### config.mk
export PLATFORM = sky130hd
export DESIGN_NAME = outport_mux_ctrl
export DESIGN_NICKNAME = d
export VERILOG_FILES = /design/src/rtl/outport_pkg.sv /design/src/rtl/outport_mode_ctrl.sv /design/src/rtl/outport_nv_store.sv /design/src/rtl/outport_side_latch.sv /design/src/rtl/outport_mux_ctrl.sv
export SDC_FILE = /design/constraint.sdc
export NUM_CORES = 1
export LEC_CHECK = 0
export BUFFER_PORTS_ARGS = -buffer_cell sky130_fd_sc_hd__buf_2
export CORE_MARGIN = 5
export CORE_UTILIZATION = 55
export DETAILED_ROUTE_END_ITERATION = 12
export GPL_TIMING_DRIVEN = 0
export PLACE_DENSITY = 0.87
export SYNTH_ARGS = -nofsm -noshare
export SYNTH_HDL_FRONTEND = slang
export SYNTH_SLANG_ARGS = --single-unit
export TNS_END_PERCENT = 5
### constraint.sdc
create_clock -name clk -period 2.7 [get_ports clk]
set_input_delay 0.135 -clock clk [delete_from_list [all_inputs] [get_ports clk]]
set_output_delay 0.135 -clock clk [all_outputs]
set_load 0.05 [all_outputs]
### src/rtl/outport_pkg.sv
package outport_pkg;
   typedef enum logic [1:0] {
      SRC_A    = 2'b00,
      SRC_B    = 2'b01,
      SRC_PORT = 2'b10,
      SRC_RSVD = 2'b11
   } src_sel_e;

   localparam int NUM_SLOTS = 2;
endpackage

### src/rtl/outport_mode_ctrl.sv
module outport_mode_ctrl
   import outport_pkg::*;
(
   input  logic     clk,
   input  logic     rst_n,
   input  logic     wr_valid,
   input  src_sel_e wr_code,
   input  logic     bus_stop,
   output src_sel_e act_code
);
   src_sel_e pend_code;

   always_ff @(posedge clk) begin
      if (!rst_n) begin
         pend_code <= SRC_PORT;
         act_code  <= SRC_PORT;
      end else begin
         if (wr_valid && wr_code != SRC_RSVD)
            pend_code <= wr_code;
         if (bus_stop)
            act_code <= pend_code;
      end
   end


   mode_only_at_stop_chk: assert property (@(posedge clk) disable iff (!rst_n)
      !bus_stop |=> $stable(act_code));


   no_rsvd_code_chk: assert property (@(posedge clk) disable iff (!rst_n)
      act_code != SRC_RSVD);
endmodule

### src/rtl/outport_nv_store.sv
module outport_nv_store
   import outport_pkg::*;
#(
   parameter int                DATA_W   = 5,
   parameter int                NV_DELAY = 1000,
   parameter logic [DATA_W-1:0] RST_A    = '0,
   parameter logic [DATA_W-1:0] RST_B    = '0
) (
   input  logic              clk,
   input  logic              rst_n,
   input  logic              wr_valid,
   input  src_sel_e          wr_code,
   input  logic [DATA_W-1:0] wr_data,
   input  logic              wr_side,
   input  logic              wp,
   output logic              busy,
   output logic [DATA_W-1:0] data_a,
   output logic [DATA_W-1:0] data_b,
   output logic              side_a,
   output logic              side_b
);
   localparam int CNT_W = $clog2(NV_DELAY + 1);
   localparam logic [CNT_W-1:0] CNT_LOAD = CNT_W'(NV_DELAY);
   localparam logic [CNT_W-1:0] CNT_LAST = CNT_W'(1);

   generate
      if (NV_DELAY < 1) begin : g_bad_delay
         $error("outport_nv_store: NV_DELAY must be at least 1");
      end
   endgenerate

   logic [CNT_W-1:0]  cnt;
   logic              tgt;
   logic [DATA_W-1:0] tdata;
   logic              tside;
   logic              accept;
   logic              commit;
   logic [DATA_W-1:0] mem_d [NUM_SLOTS];
   logic              mem_s [NUM_SLOTS];

   assign busy   = (cnt != '0);
   assign commit = (cnt == CNT_LAST);
   assign accept = wr_valid && !wp && !busy &&
                   (wr_code == SRC_A || wr_code == SRC_B);

   always_ff @(posedge clk) begin
      if (!rst_n) begin
         cnt   <= '0;
         tgt   <= 1'b0;
         tdata <= '0;
         tside <= 1'b0;
      end else if (accept) begin
         cnt   <= CNT_LOAD;
         tgt   <= (wr_code == SRC_B);
         tdata <= wr_data;
         tside <= wr_side;
      end else if (busy) begin
         cnt <= cnt - CNT_LAST;
      end
   end

   generate
      for (genvar g = 0; g < NUM_SLOTS; g++) begin : g_slot
         localparam logic [DATA_W-1:0] RST_V = (g == 0) ? RST_A : RST_B;
         always_ff @(posedge clk) begin
            if (!rst_n) begin
               mem_d[g] <= RST_V;
               mem_s[g] <= 1'b0;
            end else if (commit && (tgt == g[0])) begin
               mem_d[g] <= tdata;
               mem_s[g] <= tside;
            end
         end
      end
   endgenerate

   assign data_a = mem_d[0];
   assign data_b = mem_d[1];
   assign side_a = mem_s[0];
   assign side_b = mem_s[1];


   wp_no_busy_chk: assert property (@(posedge clk) disable iff (!rst_n)
      wr_valid && wp && !busy |=> !busy);


   busy_drop_chk: assert property (@(posedge clk) disable iff (!rst_n)
      busy && wr_valid |=> $stable(tdata) && $stable(tgt) && $stable(tside));


   land_only_at_end_chk: assert property (@(posedge clk) disable iff (!rst_n)
      !commit |=> $stable(data_a) && $stable(data_b) && $stable(side_a) && $stable(side_b));
endmodule

### src/rtl/outport_side_latch.sv
module outport_side_latch (
   input  logic clk,
   input  logic rst_n,
   input  logic sel_pin,
   input  logic src_bit,
   output logic side_q
);
   logic hold;

   always_ff @(posedge clk) begin
      if (!rst_n)
         hold <= 1'b0;
      else if (!sel_pin)
         hold <= src_bit;
   end

   assign side_q = sel_pin ? hold : src_bit;


   side_held_chk: assert property (@(posedge clk) disable iff (!rst_n)
      sel_pin |=> $stable(hold));
endmodule

### src/rtl/outport_mux_ctrl.sv
module outport_mux_ctrl
   import outport_pkg::*;
#(
   parameter int                DATA_W   = 5,
   parameter int                NV_DELAY = 1000,
   parameter logic [DATA_W-1:0] RST_A    = '0,
   parameter logic [DATA_W-1:0] RST_B    = '0
) (
   input  logic              clk,
   input  logic              rst_n,
   input  logic [DATA_W-1:0] pin_in,
   input  logic              sel_pin,
   input  logic              ovr_n,
   input  logic              wp,
   input  logic              wr_valid,
   input  logic [1:0]        wr_mode,
   input  logic [DATA_W-1:0] wr_data,
   input  logic              wr_side,
   input  logic              bus_stop,
   output logic [DATA_W-1:0] y_out,
   output logic              side_out,
   output logic              nv_busy
);
   generate
      if (DATA_W < 1) begin : g_bad_width
         $error("outport_mux_ctrl: DATA_W must be at least 1");
      end
   endgenerate

   src_sel_e          code_in;
   src_sel_e          act_code;
   logic [DATA_W-1:0] data_a, data_b, mux_y;
   logic              side_a, side_b, side_src, side_l;

   assign code_in = src_sel_e'(wr_mode);

   outport_mode_ctrl u_mode (
      .clk      (clk),
      .rst_n    (rst_n),
      .wr_valid (wr_valid),
      .wr_code  (code_in),
      .bus_stop (bus_stop),
      .act_code (act_code)
   );

   outport_nv_store #(
      .DATA_W   (DATA_W),
      .NV_DELAY (NV_DELAY),
      .RST_A    (RST_A),
      .RST_B    (RST_B)
   ) u_store (
      .clk      (clk),
      .rst_n    (rst_n),
      .wr_valid (wr_valid),
      .wr_code  (code_in),
      .wr_data  (wr_data),
      .wr_side  (wr_side),
      .wp       (wp),
      .busy     (nv_busy),
      .data_a   (data_a),
      .data_b   (data_b),
      .side_a   (side_a),
      .side_b   (side_b)
   );

   assign side_src = (act_code == SRC_B) ? side_b : side_a;

   outport_side_latch u_side (
      .clk     (clk),
      .rst_n   (rst_n),
      .sel_pin (sel_pin),
      .src_bit (side_src),
      .side_q  (side_l)
   );

   always_comb begin
      if (sel_pin) begin
         mux_y = pin_in;
      end else begin
         unique case (act_code)
            SRC_A:   mux_y = data_a;
            SRC_B:   mux_y = data_b;
            default: mux_y = pin_in;
         endcase
      end
   end

   assign y_out    = ovr_n ? mux_y  : '0;
   assign side_out = ovr_n ? side_l : 1'b0;


   sel_passes_port_chk: assert property (@(posedge clk) disable iff (!rst_n)
      ovr_n && sel_pin |-> y_out == pin_in);


   override_zero_chk: assert property (@(posedge clk) disable iff (!rst_n)
      !ovr_n |-> (y_out == '0) && !side_out);
endmodule

==> results.cfg <==
[critical_path]
arrival_ns = 2.21
cp_cell_sequence = or3_1 > nor3_2 > nand3_1 > o21ai_0
start_kind = register
slowest_stage = o21ai_0
required_ns = 2.66
critPathCaptureType = register
crit_type = reg2reg
critPathMaxStageDelay_ns = 0.64
path_max_fanout = 6

[drt]
drc = 0
vias_per_cell = 5.53
drt_wl_total_mm = 3.00
ant_nets = 0
vias = 1260
drt_iter0_markers = 32
detail_route.wl_per_cell_um = 13.1
first_pass_iters = 4

[cts]
htree_levels = 2
cts_resized = 0
clk_pin_slew_worst_paths_ns = 0.11
clock_sinks = 34
ctsHoldBuffers = 0
clk_latency_ns = 0.34
cts_setup_buffers = 0
clockBufferDepth = 2
cts_buffers = 5
clockRootBuffer = clkbuf_4
cts_tree = done

[grt]
grt_pass1_vias = 1179
gr-usage-met3 = 0.0604
grt_max_degree = 11
antenna_found_initial = 0
grt_first_pass_wirelength_mm = 5.15
met2_usage = 0.249
grt.overflow.total = 0
met1_usage = 0.199
grt_use_total = 0.160
grt.busiest_layer = met2

[logic_synthesis]
synth.most_common_cell = dfxtp_1
yosysTopAreaCell = dfxtp_1
synth_edf_count = 11
synth_ff_type = dfxtp_1
synth-seq-cells = 34
ys_seq_area_frac = 0.485
synthTopCellsByCount = dfxtp_1 (23), nor2_1 (19), mux2i_1 (16), nand2_1 (14), edfxtp_1 (11)
synth_top_cells_by_area = dfxtp_1 (28%), edfxtp_1 (20%), mux2i_1 (9.8%), nor2_1 (4.4%), and2_1 (3.5%)
ys_types = 40
synth_top_area_frac = 0.283
synthCells = 163
syn-mean-instance-area_um2 = 9.99
synthesis.area_um2 = 1630
synthArstFlopShare = 0
syn_nets = 185
ys_warn_count = 0

[final_layout]
diodes = 0
fin_util = 0.662
multi_input_area_um2 = 781
num-fill-cells = 239
final_cells = 228
drive_above_1_share = 0.213
regArea_um2 = 791
nets = 218
area_growth_pct = 14.0

[power_and_ir_drop]
combinationalPowerShare = 0.400
ir_drop_mv = 0.631
pwr-share-seq = 0.428
leakage_nw = 0.829
pwr-share-clk = 0.171
sw_frac_of_total = 0.385
p_switching_uw = 643
p_int_mw = 1.03
power_density_nw_per_um2 = 900

[sta]
worst_pin_slew_ns = 0.799
slew_headroom = 0.461
fmax_mhz = 445
final-setup-viol-count = 0
slew_violations = 0
fin_crit_sh = 0.832
fin_crit_ns = 2.25
skew_ns = 0.0184
rsz0062_at_grt = no
hold_violations = 0
finalSetupTns_ns = 0

[floorplan]
core_um2 = 2810
initial_core_util = 0.581
die_w_um = 64.4
rows = 19
dieArea_um2 = 4150
die_h_um = 64.4
io_pins = 27

[placed_design]
gp_congestion = 0.817
dpl.hpwl_mm = 2.30
io_buffers = 26
placed_cells = 220

[job]
cap_viol_max_count = 0

[hold_path]
min_path_type = in2reg

[status]
status = complete, no violations
==> power groups by stage <==
stage	Combinational (mW)	Sequential, mW	Clock [mW]
after floorplan	0.540	0.704	0
after global placement	0.645	0.720	0
after detailed placement	0.666	0.726	0
after CTS	0.671	0.714	0.291
after global routing	0.745	0.729	0.322
final	0.669	0.716	0.286
==> kinds of logic (layout without fill, tap and decap cells) <==
logic type	count (synthesis)	count (layout)	share of synthesized area
simple gates	74	74	0.253
flops	34	34	0.485
compound gates	21	21	0.101
mux	17	17	0.105
buf+inv	14	48	0.0353
fa+ha+maj	2	2	0.0154
xor+xnor	1	1	0.00538
==> flip-flops by register name, summed over array words and instances (netlist names) <==
signal	count
u_side.hold	1
u_store.mem_d	10
u_store.tside	1
u_store.tgt	1
u_mode.act_code	2
u_store.cnt	10
u_store.tdata	5
u_mode.pend_code	2
u_store.mem_s	2
==> critical path, delay by kind of cell (launching register included) <==
kind | cells | cell delay (ns)
AOI/OAI and AO/OA | 1 | 0.64
DFF | 1 | 0.38
and+or+nand+nor | 3 | 0.84
==> metal layers <==
layer / wire [µm] / up-vias
li1: - / 644
met1: 1420 / 576
met2: 1310 / 33
met3: 209 / 7
met4: 61 / 0
met5: 0 / -
==> cell type report <==
type	count	area share
buffer	5	0.0128
clock buffer	6	0.0276
clock inverter	2	0.00404
inverter	9	0.0182
multi-input combinational	115	0.420
sequential	34	0.426
tap	31	0.0209
timing repair buffer	26	0.0701
==> through the flow <==
| stage | worst slack, ns | hold slack (ns) | instance area (µm²) | total power, mW |
|---|---|---|---|---|
| CTS | 0.466 | 0.0128 | 1860 | 1.68 |
| floorplan | 0.768 | 0.268 | 1630 | 1.24 |
| global route | 0.295 | 0.0317 | 1860 | 1.80 |
| finish | 0.455 | 0.0288 | 1860 | 1.67 |
| global placement | 0.539 | 0.365 | 1800 | 1.36 |
| detailed placement | 0.503 | 0.376 | 1800 | 1.39 |
==> path summary, 6_finish.rpt <==
| path | to | slack [ns] | cells after the start | start |
|---|---|---|---|---|
| setup / recovery | u_store.mem_d[0][1] | 0.45 | 4 | u_store.cnt[6] |
| hold reg to reg | u_mode.pend_code[0] | 0.48 | 2 | u_mode.pend_code[0] |
| setup reg to reg | u_store.mem_d[0][1] | 0.45 | 4 | u_store.cnt[6] |
| hold / removal | u_store.tdata[3] | 0.03 | 3 | wr_data[3] |
==> placed cells by master (no fill, tap or decap), types with 2 or more instances in the layout <==
cell type  netlist  final
nand2_1         14     14
and2_1           9      9
mux2i_1         16     16
nor2b_1          2      2
and3_1           2      2
clkbuf_4         0      5
nand2b_1         2      2
nand3_1          4      4
or3_1            2      2
nor4_1           3      3
o311a_1          3      3
nor3_1           2      2
ha_1             2      2
and2_0           2      2
a211oi_1         2      2
o21ai_0          4      4
o211a_1          5      5
inv_1            9      9
clkinv_1         0      2
dfxtp_1         23     23
buf_2            1     27
nor3_2           4      4
edfxtp_1        11     11
nor2_1          19     19
a21oi_1          3      3
clkbuf_1         3      3
(Power assumes the default switching activity.)
